$ cat src/rtl/muldiv_pkg.sv
`timescale 1ns/1ps
package muldiv_pkg;

    localparam logic [3:0] OPC_INIT = 4'h2;
    localparam logic [3:0] OPC_READ = 4'h3;
    localparam logic [3:0] OPC_MULU = 4'h4;
    localparam logic [3:0] OPC_MULS = 4'h5;
    localparam logic [3:0] OPC_DIVU = 4'h8;
    localparam logic [3:0] OPC_DIVS = 4'h9;

    typedef struct packed {
        logic [1:0] rsv;
        logic       sel_r1;
        logic       sel_hi;
        logic [3:0] opc;
    } mode_t;

    typedef struct packed {
        logic c;
        logic v;
        logic z;
        logic n;
    } flags_t;

    typedef struct packed {
        logic do_init;
        logic do_mul;
        logic do_div;
        logic sgn;
    } opcls_t;

    function automatic opcls_t classify(mode_t m);
        opcls_t r;
        r = '0;
        if (m.rsv == 2'b00) begin
            case (m.opc)
                OPC_INIT: r.do_init = 1'b1;
                OPC_MULU: r.do_mul  = 1'b1;
                OPC_MULS: begin r.do_mul = 1'b1; r.sgn = 1'b1; end
                OPC_DIVU: r.do_div  = 1'b1;
                OPC_DIVS: begin r.do_div = 1'b1; r.sgn = 1'b1; end
                default:  r = '0;
            endcase
        end
        return r;
    endfunction

endpackage

$ cat src/rtl/muldiv_mode_dec.sv
`timescale 1ns/1ps
module muldiv_mode_dec
    import muldiv_pkg::*;
(
    input  mode_t  mode_i,
    output opcls_t cls_o,
    output logic   sel_r1_o,
    output logic   sel_hi_o
);
    always_comb begin
        cls_o    = classify(mode_i);
        sel_r1_o = mode_i.sel_r1;
        sel_hi_o = mode_i.sel_hi;
    end
endmodule

$ cat src/rtl/muldiv_divider.sv
`timescale 1ns/1ps
module muldiv_divider #(
    parameter int W = 32
) (
    input  logic         clk,
    input  logic         rst,
    input  logic         start,
    input  logic         sgn,
    input  logic [W-1:0] dividend,
    input  logic [W-1:0] divisor,
    output logic         busy,
    output logic         done,
    output logic         div_zero,
    output logic [W-1:0] quot,
    output logic [W-1:0] rmd
);
    localparam int CW = $clog2(W);
    localparam logic [CW-1:0] LAST = CW'(W - 1);

    logic          busy_q, done_q, neg_q, neg_r, dvz_q;
    logic [CW-1:0] cnt_q;
    logic [W-1:0]  part_q, shq_q, dsr_q, orig_q;
    logic [W:0]    trial;
    logic [W-1:0]  diff;
    logic          fits;

    function automatic logic [W-1:0] magnitude(logic s, logic [W-1:0] x);
        return (s && x[W-1]) ? (~x + 1'b1) : x;
    endfunction

    always_comb begin
        trial = {part_q, shq_q[W-1]};
        fits  = trial >= {1'b0, dsr_q};
        diff  = trial[W-1:0] - dsr_q;
    end

    always_ff @(posedge clk) begin
        if (rst) begin
            busy_q <= 1'b0;
            done_q <= 1'b0;
            cnt_q  <= '0;
            part_q <= '0;
            shq_q  <= '0;
            dsr_q  <= '0;
            orig_q <= '0;
            neg_q  <= 1'b0;
            neg_r  <= 1'b0;
            dvz_q  <= 1'b0;
        end else if (start && !busy_q) begin
            busy_q <= 1'b1;
            done_q <= 1'b0;
            cnt_q  <= '0;
            part_q <= '0;
            shq_q  <= magnitude(sgn, dividend);
            dsr_q  <= magnitude(sgn, divisor);
            orig_q <= dividend;
            neg_q  <= sgn && (dividend[W-1] ^ divisor[W-1]);
            neg_r  <= sgn && dividend[W-1];
            dvz_q  <= (divisor == '0);
        end else if (busy_q && !done_q) begin
            part_q <= fits ? diff : trial[W-1:0];
            shq_q  <= {shq_q[W-2:0], fits};
            cnt_q  <= cnt_q + 1'b1;
            if (cnt_q == LAST) done_q <= 1'b1;
        end else if (done_q) begin
            busy_q <= 1'b0;
            done_q <= 1'b0;
        end
    end

    always_comb begin
        busy     = busy_q;
        done     = done_q;
        div_zero = dvz_q;
        if (dvz_q) begin
            quot = '1;
            rmd  = orig_q;
        end else begin
            quot = neg_q ? (~shq_q + 1'b1) : shq_q;
            rmd  = neg_r ? (~part_q + 1'b1) : part_q;
        end
    end
endmodule

$ cat src/rtl/muldiv_outsel.sv
`timescale 1ns/1ps
module muldiv_outsel #(
    parameter int HALF_W = 16
) (
    input  logic [2*HALF_W-1:0] res0,
    input  logic [2*HALF_W-1:0] res1,
    input  logic                sel_r1,
    input  logic                sel_hi,
    output logic [HALF_W-1:0]   data
);
    logic [2*HALF_W-1:0] word;
    always_comb begin
        word = sel_r1 ? res1 : res0;
        data = sel_hi ? word[2*HALF_W-1:HALF_W] : word[HALF_W-1:0];
    end
endmodule

$ cat src/rtl/muldiv_copro.sv
`timescale 1ns/1ps
module muldiv_copro
    import muldiv_pkg::*;
#(
    parameter int HALF_W = 16
) (
    input  logic                clk,
    input  logic                rst,
    input  logic                mode_we,
    input  logic [7:0]          mode_wdata,
    input  logic                arg_we,
    input  logic [HALF_W-1:0]   arg_a,
    input  logic [2*HALF_W-1:0] arg_b,
    output logic                busy,
    output logic [HALF_W-1:0]   rd_data,
    output logic [3:0]          flags
);
    localparam int FULL_W = 2 * HALF_W;

    mode_t              mode_q;
    flags_t             flg_q;
    logic [FULL_W-1:0]  res0_q, res1_q;
    opcls_t             cls;
    logic               sel_r1, sel_hi;
    logic               div_busy, div_done, div_zero;
    logic [FULL_W-1:0]  quot, rmd, prod, ext_a, ext_b;
    logic               accept;

    muldiv_mode_dec u_dec (
        .mode_i   (mode_q),
        .cls_o    (cls),
        .sel_r1_o (sel_r1),
        .sel_hi_o (sel_hi)
    );

    muldiv_divider #(.W(FULL_W)) u_div (
        .clk      (clk),
        .rst      (rst),
        .start    (accept && cls.do_div),
        .sgn      (cls.sgn),
        .dividend (res0_q),
        .divisor  (arg_b),
        .busy     (div_busy),
        .done     (div_done),
        .div_zero (div_zero),
        .quot     (quot),
        .rmd      (rmd)
    );

    muldiv_outsel #(.HALF_W(HALF_W)) u_sel (
        .res0   (res0_q),
        .res1   (res1_q),
        .sel_r1 (sel_r1),
        .sel_hi (sel_hi),
        .data   (rd_data)
    );

    always_comb begin
        accept = arg_we && !div_busy;
        ext_a  = {{HALF_W{cls.sgn & arg_a[HALF_W-1]}}, arg_a};
        ext_b  = {{HALF_W{cls.sgn & arg_b[HALF_W-1]}}, arg_b[HALF_W-1:0]};
        prod   = ext_a * ext_b;
    end

    always_ff @(posedge clk) begin
        if (rst) begin
            mode_q <= '0;
            flg_q  <= '0;
            res0_q <= '0;
            res1_q <= '0;
        end else begin
            if (mode_we && !div_busy) mode_q <= mode_t'(mode_wdata);
            if (accept && cls.do_init) begin
                res0_q <= arg_b;
                flg_q  <= '0;
            end
            if (accept && cls.do_mul) begin
                res0_q <= prod;
                flg_q  <= '{c: 1'b0, v: 1'b0, z: (prod == '0), n: prod[FULL_W-1]};
            end
            if (div_done) begin
                res0_q <= quot;
                res1_q <= rmd;
                if (div_zero) flg_q <= '{c: 1'b0, v: 1'b1, z: 1'b0, n: 1'b0};
                else          flg_q <= '{c: 1'b0, v: 1'b0, z: (quot == '0), n: quot[FULL_W-1]};
            end
        end
    end

    always_comb begin
        busy  = div_busy;
        flags = flg_q;
    end
endmodule

$ cat config.mk
export PLATFORM = sky130hd
export DESIGN_NAME = muldiv_copro
export DESIGN_NICKNAME = d
export VERILOG_FILES = /design/src/rtl/muldiv_pkg.sv /design/src/rtl/muldiv_mode_dec.sv /design/src/rtl/muldiv_divider.sv /design/src/rtl/muldiv_outsel.sv /design/src/rtl/muldiv_copro.sv
export SDC_FILE = /design/constraint.sdc
export NUM_CORES = 1
export LEC_CHECK = 0
export ABC_AREA = 1
export CORE_ASPECT_RATIO = 0.6
export CORE_MARGIN = 8
export CORE_UTILIZATION = 55
export DETAILED_ROUTE_END_ITERATION = 7
export DONT_BUFFER_PORTS = 1
export GPL_TIMING_DRIVEN = 0
export MAX_ROUTING_LAYER = met4
export PLACE_DENSITY = 0.72
export SLEW_MARGIN = 20
export SYNTH_ARGS = -nofsm -noshare
export SYNTH_HDL_FRONTEND = slang
export SYNTH_HIERARCHICAL = 1
export SYNTH_SLANG_ARGS = --single-unit
export TNS_END_PERCENT = 10
$ cat constraint.sdc
create_clock -name clk -period 7.4 [get_ports clk]
set_clock_uncertainty 0.2 [all_clocks]
set_input_delay 0.37 -clock clk [delete_from_list [all_inputs] [get_ports clk]]
set_output_delay 0.37 -clock clk [all_outputs]
set_load 0.02 [all_outputs]
* After elaboration in Yosys (flattened, before gate mapping)
Cells that the tools add are included.
** Cells by class
- $add $sub $neg :: 6
- Multiply operators :: 1
- Magnitude comparators :: 1
- Equality and inequality tests :: 7
- Muxes and demuxes :: 26
- Bitwise logic cells :: 8
- Reductions and logical operators :: 25
** Operators by type and width (number)
- 32-bit two-way mux :: 13
- 32-bit by 1-bit adder with 32-bit output (second input constant) :: 4
- 32-bit NOT :: 4
- 32-bit zero test :: 3
- 33-bit by 32-bit greater-or-equal comparator with 1-bit output :: 1
- 17-bit by 17-bit multiplier with 32-bit output :: 1
- 32-bit subtractor :: 1
- 16-bit two-way mux :: 1
- 4-bit two-way mux :: 4
- 1-bit logical AND :: 10
- 4-bit by 3-bit == test with 1-bit output (second input constant) :: 2
- 4-bit == test (second input constant) :: 2
- 2-bit OR reduction :: 4
- 1-bit two-way mux :: 7
- 5-bit by 1-bit adder with 5-bit output (second input constant) :: 1
- 5-bit == test (second input constant) :: 1
- 4-bit by 2-bit == test with 1-bit output (second input constant) :: 1
- 2-bit nonzero test :: 2
- 3-bit two-way mux :: 1
- 3-bit nonzero test :: 1
- 3-bit OR reduction :: 1
- 1-bit bitwise AND :: 2
- 1-bit zero test :: 2
- 2-bit zero test :: 1
- other kinds (4) :: 4
** Storage, ports and cells
- Bits in registers :: 214
- Output and inout port bits :: 21
- Logic and storage cells :: 94

* Depth between registers and ports, before layout
Gate-level depths: netlist of run 1.
- Depth after elaboration :: 9
- Depth in mapped cells :: 37
- Mapped depth without buffers :: 36

* Modules after synthesis
The synthesis of run 1 kept the hierarchy.
** By module, submodules not included
- muldiv_copro :: instances 1, cells an instance 1995, area each 14712.9 um^2, sequential area each 1501.4 um^2
- muldiv_divider :: instances 1, cells an instance 2020, area each 11753.8 um^2, sequential area each 2762.6 um^2
- muldiv_outsel :: instances 1, cells an instance 188, area each 805.8 um^2, sequential area each 0.0 um^2
- muldiv_mode_dec :: instances 1, cells an instance 19, area each 86.3 um^2, sequential area each 0.0 um^2

* Least setup slack after synthesis of run 1
Ideal clock, no wire load.
- Path kind :: flip-flop to flip-flop
- From :: register mode_q[7] (netlist bit)
- To :: register flg_q, in the netlist flags[1]
- Setup time :: 56 ps
- Data arrival time :: 6461 ps
- Required time :: 7144 ps
- Setup slack :: 683 ps
- Cell stages (with the launch flop) :: 34
- Clock period less this slack :: 6717 ps
- Cell sequence :: dfxtp_1 -> nor2_1 -> nand2_1 -> nor2_1 -> nand2_2 -> clkbuf_1 -> nor2_1 -> inv_1 -> fa_1 -> inv_1 -> fa_1 -> inv_1 -> fa_1 -> fa_1 -> fa_1 -> fa_1 -> inv_1 -> ha_1 -> nand2_1 -> nor2_1 -> nand2_1 -> nor2_1 -> nand2_1 -> nand3_1 -> nand2_1 -> nand2_1 -> nand2_1 -> nor2_1 -> nand4_1 -> nor2_1 -> nand4_1 -> nand3_1 -> nand2_1 -> inv_1
** RTL lines
- from (decl) :: line muldiv_copro.sv:20 : mode_t mode_q;
- from (signal assigned) :: line muldiv_copro.sv:72 : if (mode_we && !div_busy) mode_q <= mode_t'(mode_wdata);
- to (signal assigned) :: line muldiv_copro.sv:79 : flg_q <= '{c: 1'b0, v: 1'b0, z: (prod == '0), n: prod[FULL_W-1]};
- to (signal assigned) :: line muldiv_copro.sv:84 : if (div_zero) flg_q <= '{c: 1'b0, v: 1'b1, z: 1'b0, n: 1'b0};
- to (signal assigned) :: line muldiv_copro.sv:85 : else flg_q <= '{c: 1'b0, v: 1'b0, z: (quot == '0), n: quot[FULL_W-1]};
- to (decl) :: line muldiv_copro.sv:21 : flags_t flg_q;

==> impl_metrics.toml, run 1 <==
[yosys]
synth_ff_type = "dfxtp_1"
synth_seq_cells = 213
synth.most_common_cell = "nand2_1"
synth-seq-area-share_pct = 15.59
ys_top_cells_by_count = "1137 x nand2_1, 895 x inv_1, 329 x nor2_1"
ys_async_sr_fraction_pct = 0
synth_top_area_cell = "fa_1"
avgSynthCellArea_um2 = 6.480
yosys_warnings = 6
synthTopCellsByArea = "fa_1 21%, nand2_1 16%, dfxtp_1 16%"
syn-instance-count = 4222
synth_nets = 4685
netlist.area_leader.share_pct = 20.71
synth_edf_count = 0
post_synth_num_cell_types = 61
synthesis.area_um2 = 27360

[routing]
num_vias = 28350
avgViaCountPerCell = 5.700
wl_per_cell_um = 21.72
drc = 0
first_pass_iters = 6
drtAntennaViolNets = 0
drt-initial-drc-count = 4072
drt_wl_total_um = 108000

[placement]
place_congestion = 1.108
dpl.hpwl_um = 88630
io_buffers = 0
place_ws_ns = -1.450

[timing]
max_freq_ghz = 0.1382
setup_viol = 0
post-route-min-period_ns = 7.237
drv_slew = 0
finalCritPeriodShare_pct = 97.80
final_hold_viol_count = 0
worstMarginPinSlew_ns = 1.217
relSlewSlack_pct = 18.85
setup_ws_ns = 0.1631

[floorplanning]
core_um2 = 49270
start_util_pct = 55.53
die_area_um2 = 57370
row_count = 63
io_pins = 81
die_y_um = 188.8
die_x_um = 303.9

[clock_network]
clk_pin_slew_worst_paths_ns = 0.07
clock_path_buffers = 3
root_buffer = "clkbuf_16"
tritoncts = "built"
numCtsBuffers = 20
clock_sinks = 213
htreeDepth = 1
worstSkewPairLatency_ns = 0.52

[global_route]
gr-usage-all-layers_pct = 37.95
antenna_found_initial = 3
overflow = 0
grt_max_degree = 18
grt_first_pass_wirelength_um = 162700
grt_pass1_vias = 25810

[outcome]
status = "finished clean"

[setup_path]
end_kind = "flip-flop"
cp.required_ns = 7.67
cpPeakStageDelay_ns = 0.56
worstPathArrival_ns = 7.51
crit_slowest_cell = "fa_1"
r2r_slack_ns = 0.16
path_common_cell = "fa_1"
critical_path_class = "reg2reg"
crit_fanout = 10
startpoint_type = "flip-flop"

[final_layout]
fill_cells = 4843
drive_above_1_share_pct = 5.258
fin_nets = 4766
area_growth_pct = 8.845

[worst_hold_path]
hp-class = "in2reg"

[flow_run]
drv_cap = 0
worst max-delay path, delay by kind of cell (launching register included):
kind / cells / cell delay [ns]
DFF: 1 / 0.35
xor gates and xnor gates: 1 / 0.12
buffers and inverters: 5 / 0.60
adders and majority gates: 7 / 3.55
and+or+nand+nor: 16 / 2.35
per-layer routing:
layer  routed length (um)  vias to the layer above  global-route usage [%]
met5                    0                        -                       -
met4                 1498                        0                   4.170
met3                20460                      104                   17.88
met2                36870                     1916                   44.15
met1                49200                    13220                   58.32
li1                     -                    13110                       -
layout by cell type, fill, tap and decap left out, types with 17 or more instances in the layout:
master and count:
a21oi_1 145, a31oi_1 43, buf_4 19, buf_6 17, clkbuf_1 140, clkbuf_16 21
dfxtp_1 213, dlygate4sd3_1 45, fa_1 280, ha_1 109, inv_1 894, nand2_1 1124
nand2_2 31, nand3_1 243, nand3b_1 28, nand4_1 46, nor2_1 315, nor3_1 40
nor4_1 17, o211ai_1 32, o21ai_0 223, o22ai_1 22, xnor2_1 29, xor2_1 25
stage by stage:
stage,std cells,cell area (um^2),hold slack [ns],setup TNS (ns),util (%)
3_5_place_dp,4872,28170,0.2470,-13.09,57.18
5_1_grt,4971,29770,0.01219,-0.04163,60.43
6_report,4973,29780,0.01254,0,60.44
2_1_floorplan,4222,27360,0.2215,0,-
3_3_place_gp,4872,28170,0.2429,-13.13,57.18
4_1_cts,4957,29430,0.0006763,0,59.74
worst paths after layout:
path | from | end | depth (start not counted)
hold reg to reg | u_div/orig_q[10]$_SDFFE_PP0P_ | u_div/orig_q[10]$_SDFFE_PP0P_ | 2
hold / removal | arg_b[6] | u_div/dsr_q[6]$_SDFFE_PP0P_ | 3
setup / recovery | mode_q[7]$_SDFFE_PP0P_ | flags[1]$_SDFFE_PP0P_ | 29
setup reg to reg | mode_q[7]$_SDFFE_PP0P_ | flags[1]$_SDFFE_PP0P_ | 29
state kept, by name, indices dropped and copies added (netlist names):
register / count
u_div/shq_q: 32
res1_q: 32
u_div/div_zero: 1
u_div/neg_r: 1
u_div/orig_q: 32
mode_q: 8
u_div/dsr_q: 32
u_div/part_q: 32
res0_q: 32
u_div/neg_q: 1
flags: 3
u_div/done: 1
u_div/cnt_q: 5
u_div/busy: 1
timing repair:
action / 4_1_cts / 5_1_grt
hold buffers: 45 / 0
setup endpoints to repair: 16 / 12
pin swaps: 4 / 15
hold endpoints to repair: 48 / 0
resized for setup: 21 / 65
buffers inserted: 4 / 10
area by class of cell:
class                   instances  area (um^2)  share of cell area (%)
multi-input cells            2907        19070                   64.03
repair buffers                 59        566.8                   1.903
clock buffers                  24        556.8                   1.870
diodes                          6        15.01                 0.05042
well taps                     650        813.3                   2.731
clock inverters                12        156.4                  0.5252
flip-flops and latches        213         4264                   14.32
inverters                     911         3426                   11.50
plain buffers                 191        912.1                   3.063
cell families after synthesis:
logic type | Yosys count | share of synthesized area (%)
AND/OR/NAND/NOR | 1926 | 30.01
AO/OA/AOI/OAI | 521 | 10.69
XOR/XNOR | 56 | 1.820
buffers and inverters | 1102 | 15.69
other | 1 | 0.01371
flip-flops | 213 | 15.59
adder cells (fa/ha/maj) | 403 | 26.20
Power of run 1 is left out: the tool's default activity adds up to more than one toggle a clock period on the data nets, which glitch-free logic cannot reach.
==> inputs of run 2 (changes only) <==
==> constraint.sdc (replaced) <==
create_clock -name clk -period 7.4 [get_ports clk]
set_clock_uncertainty 0.2 [all_clocks]
set_input_delay 1.48 -clock clk [delete_from_list [all_inputs] [get_ports clk]]
set_output_delay 1.48 -clock clk [all_outputs]
set_load 0.02 [all_outputs]
==> run 2 against run 1 <==
Net effect: utilization decreased by 0.88 points; routed wire length fell by 4.3%; final cell count fell by 1.1%; register-to-register slack better by 0.06 ns; design area fell by 1.5%.
==> impl_metrics.toml, run 2 (synthesized netlist as in run 1, its figures left out) <==
[routing]
num_vias = 28060
wl_per_cell_um = 21.01
first_pass_iters = 7
drtAntennaViolNets = 0
avgViaCountPerCell = 5.704
drt_wl_total_um = 103300
drt-initial-drc-count = 4162
drc = 0

[clock_network]
tritoncts = "built"
clock_path_buffers = 3
worstSkewPairLatency_ns = 0.55
clock_sinks = 213
hold_buffers = 0
numCtsBuffers = 21
root_buffer = "clkbuf_16"
htreeDepth = 1
clk_pin_slew_worst_paths_ns = 0.07

[worst_hold_path]
hp-class = "reg2reg"
hold_path_end = "u_div/orig_q[10]$_SDFFE_PP0P_"
holdPathStages = 2
holdCritStartpoint = "u_div/orig_q[10]$_SDFFE_PP0P_"

[floorplanning]
die_area_um2 = 57370
core_um2 = 49270
io_pins = 81
row_count = 63
die_x_um = 303.9
die_y_um = 188.8
start_util_pct = 55.53

[timing]
post-route-min-period_ns = 7.310
setup_viol = 0
final_hold_viol_count = 0
max_freq_ghz = 0.1368
relSlewSlack_pct = 24.53
finalCritPeriodShare_pct = 98.79
holdWs_ns = 0.2536
worstMarginPinSlew_ns = 1.132
drv_slew = 0

[global_route]
gr-usage-all-layers_pct = 36.20
busiest_layer = "met1"
grt.met1_usage_pct = 54.22
overflow = 0
grt_pass1_vias = 25700
grt_util_met2_pct = 43.07
grt_first_pass_wirelength_um = 156000
grt_max_degree = 19
antenna_found_initial = 2
use_met3_pct = 17.49

[setup_path]
crit_fanout = 10
path_common_cell = "inv_1"
crit_slowest_cell = "xor2_1"
critical_path_class = "in2reg"
r2r_start = "mode_q[7]$_SDFFE_PP0P_"
critPathBufInv = 8
r2r_slack_ns = 0.22
cp.required_ns = 7.64
startpoint_type = "input pin"
critPathTopFamily = "adder cells"
end_kind = "flip-flop"
cpPeakStageDelay_ns = 0.80
worstPathArrival_ns = 7.55
regToRegEndpoint = "flags[1]$_SDFFE_PP0P_"
r2r_cells = 29

[final_layout]
mostFrequentLayoutCells = "1127 x nand2_1, 893 x inv_1, 314 x nor2_1"
layout.cells.most_common = "nand2_1"
area_growth_pct = 7.253
fin_nets = 4712
drive_above_1_share_pct = 6.357

[flow_run]
drv_cap = 0

[placement]
dpl.hpwl_um = 86010
place_congestion = 1.089
io_buffers = 0

[outcome]
status = "finished clean"
==> run 2: worst max-delay path by stage <==
stage | slack (ns) | from | cells past startpoint | to
after floorplan | 0.01 | arg_a[15] | 31 | flags[1]$_SDFFE_PP0P_
after global placement | -1.56 | arg_b[7] | 29 | flags[1]$_SDFFE_PP0P_
after detailed placement | -1.60 | arg_b[7] | 29 | flags[1]$_SDFFE_PP0P_
after CTS | 0.01 | arg_a[9] | 27 | flags[1]$_SDFFE_PP0P_
after global routing | -0.008 | arg_a[14] | 30 | flags[1]$_SDFFE_PP0P_
final | 0.09 | arg_b[4] | 27 | flags[1]$_SDFFE_PP0P_
==> run 2: worst register-to-register path, delay by kind of cell (launching register included) <==
family | cells | cell delay [ns]
simple gates | 16 | 2.23
buf+inv | 5 | 0.66
xor+xnor | 1 | 0.23
fa+ha+maj | 7 | 3.49
flops | 1 | 0.34
==> run 2: per-stage QoR <==
step | setup WS [ns] | utilization (%) | cells | area, um^2 | TNS, ns
CTS | 0.01270 | 58.94 | 4911 | 29040 | 0
global route | -0.007804 | 59.54 | 4914 | 29330 | -0.007804
global placement | -1.560 | 57.19 | 4872 | 28170 | -22.09
detailed placement | -1.601 | 57.19 | 4872 | 28180 | -22.79
floorplan | 0.01176 | - | 4222 | 27360 | 0
finish | 0.08960 | 59.56 | 4919 | 29340 | 0
==> run 2: repair_timing <==
item,in CTS,in global routing
buffers inserted,3,3
setup endpoints to repair,24,11
resized for setup,78,155
pin swaps,2,11
==> run 2: per-layer routing <==
| metal | wire length [um] | share of wire (%) | up-vias |
|---|---|---|---|
| met3 | 19800 | 19 | 131 |
| met5 | 0 | 0 | - |
| met2 | 35820 | 35 | 1862 |
| li1 | - | - | 12990 |
| met4 | 1600 | 1.5 | 0 |
| met1 | 46120 | 45 | 13070 |
==> run 2: area by class of cell <==
cell class / count / area (um^2)
diodes: 6 / 15.01
plain buffers: 189 / 1074
clock buffers: 29 / 595.6
clock inverters: 8 / 82.58
fillers: 4890 / 19920
inverters: 911 / 3428
multi-input cells: 2907 / 19020
flip-flops and latches: 213 / 4264
well taps: 650 / 813.3
repair buffers: 6 / 48.80
Power of run 2 is left out for the same reason.
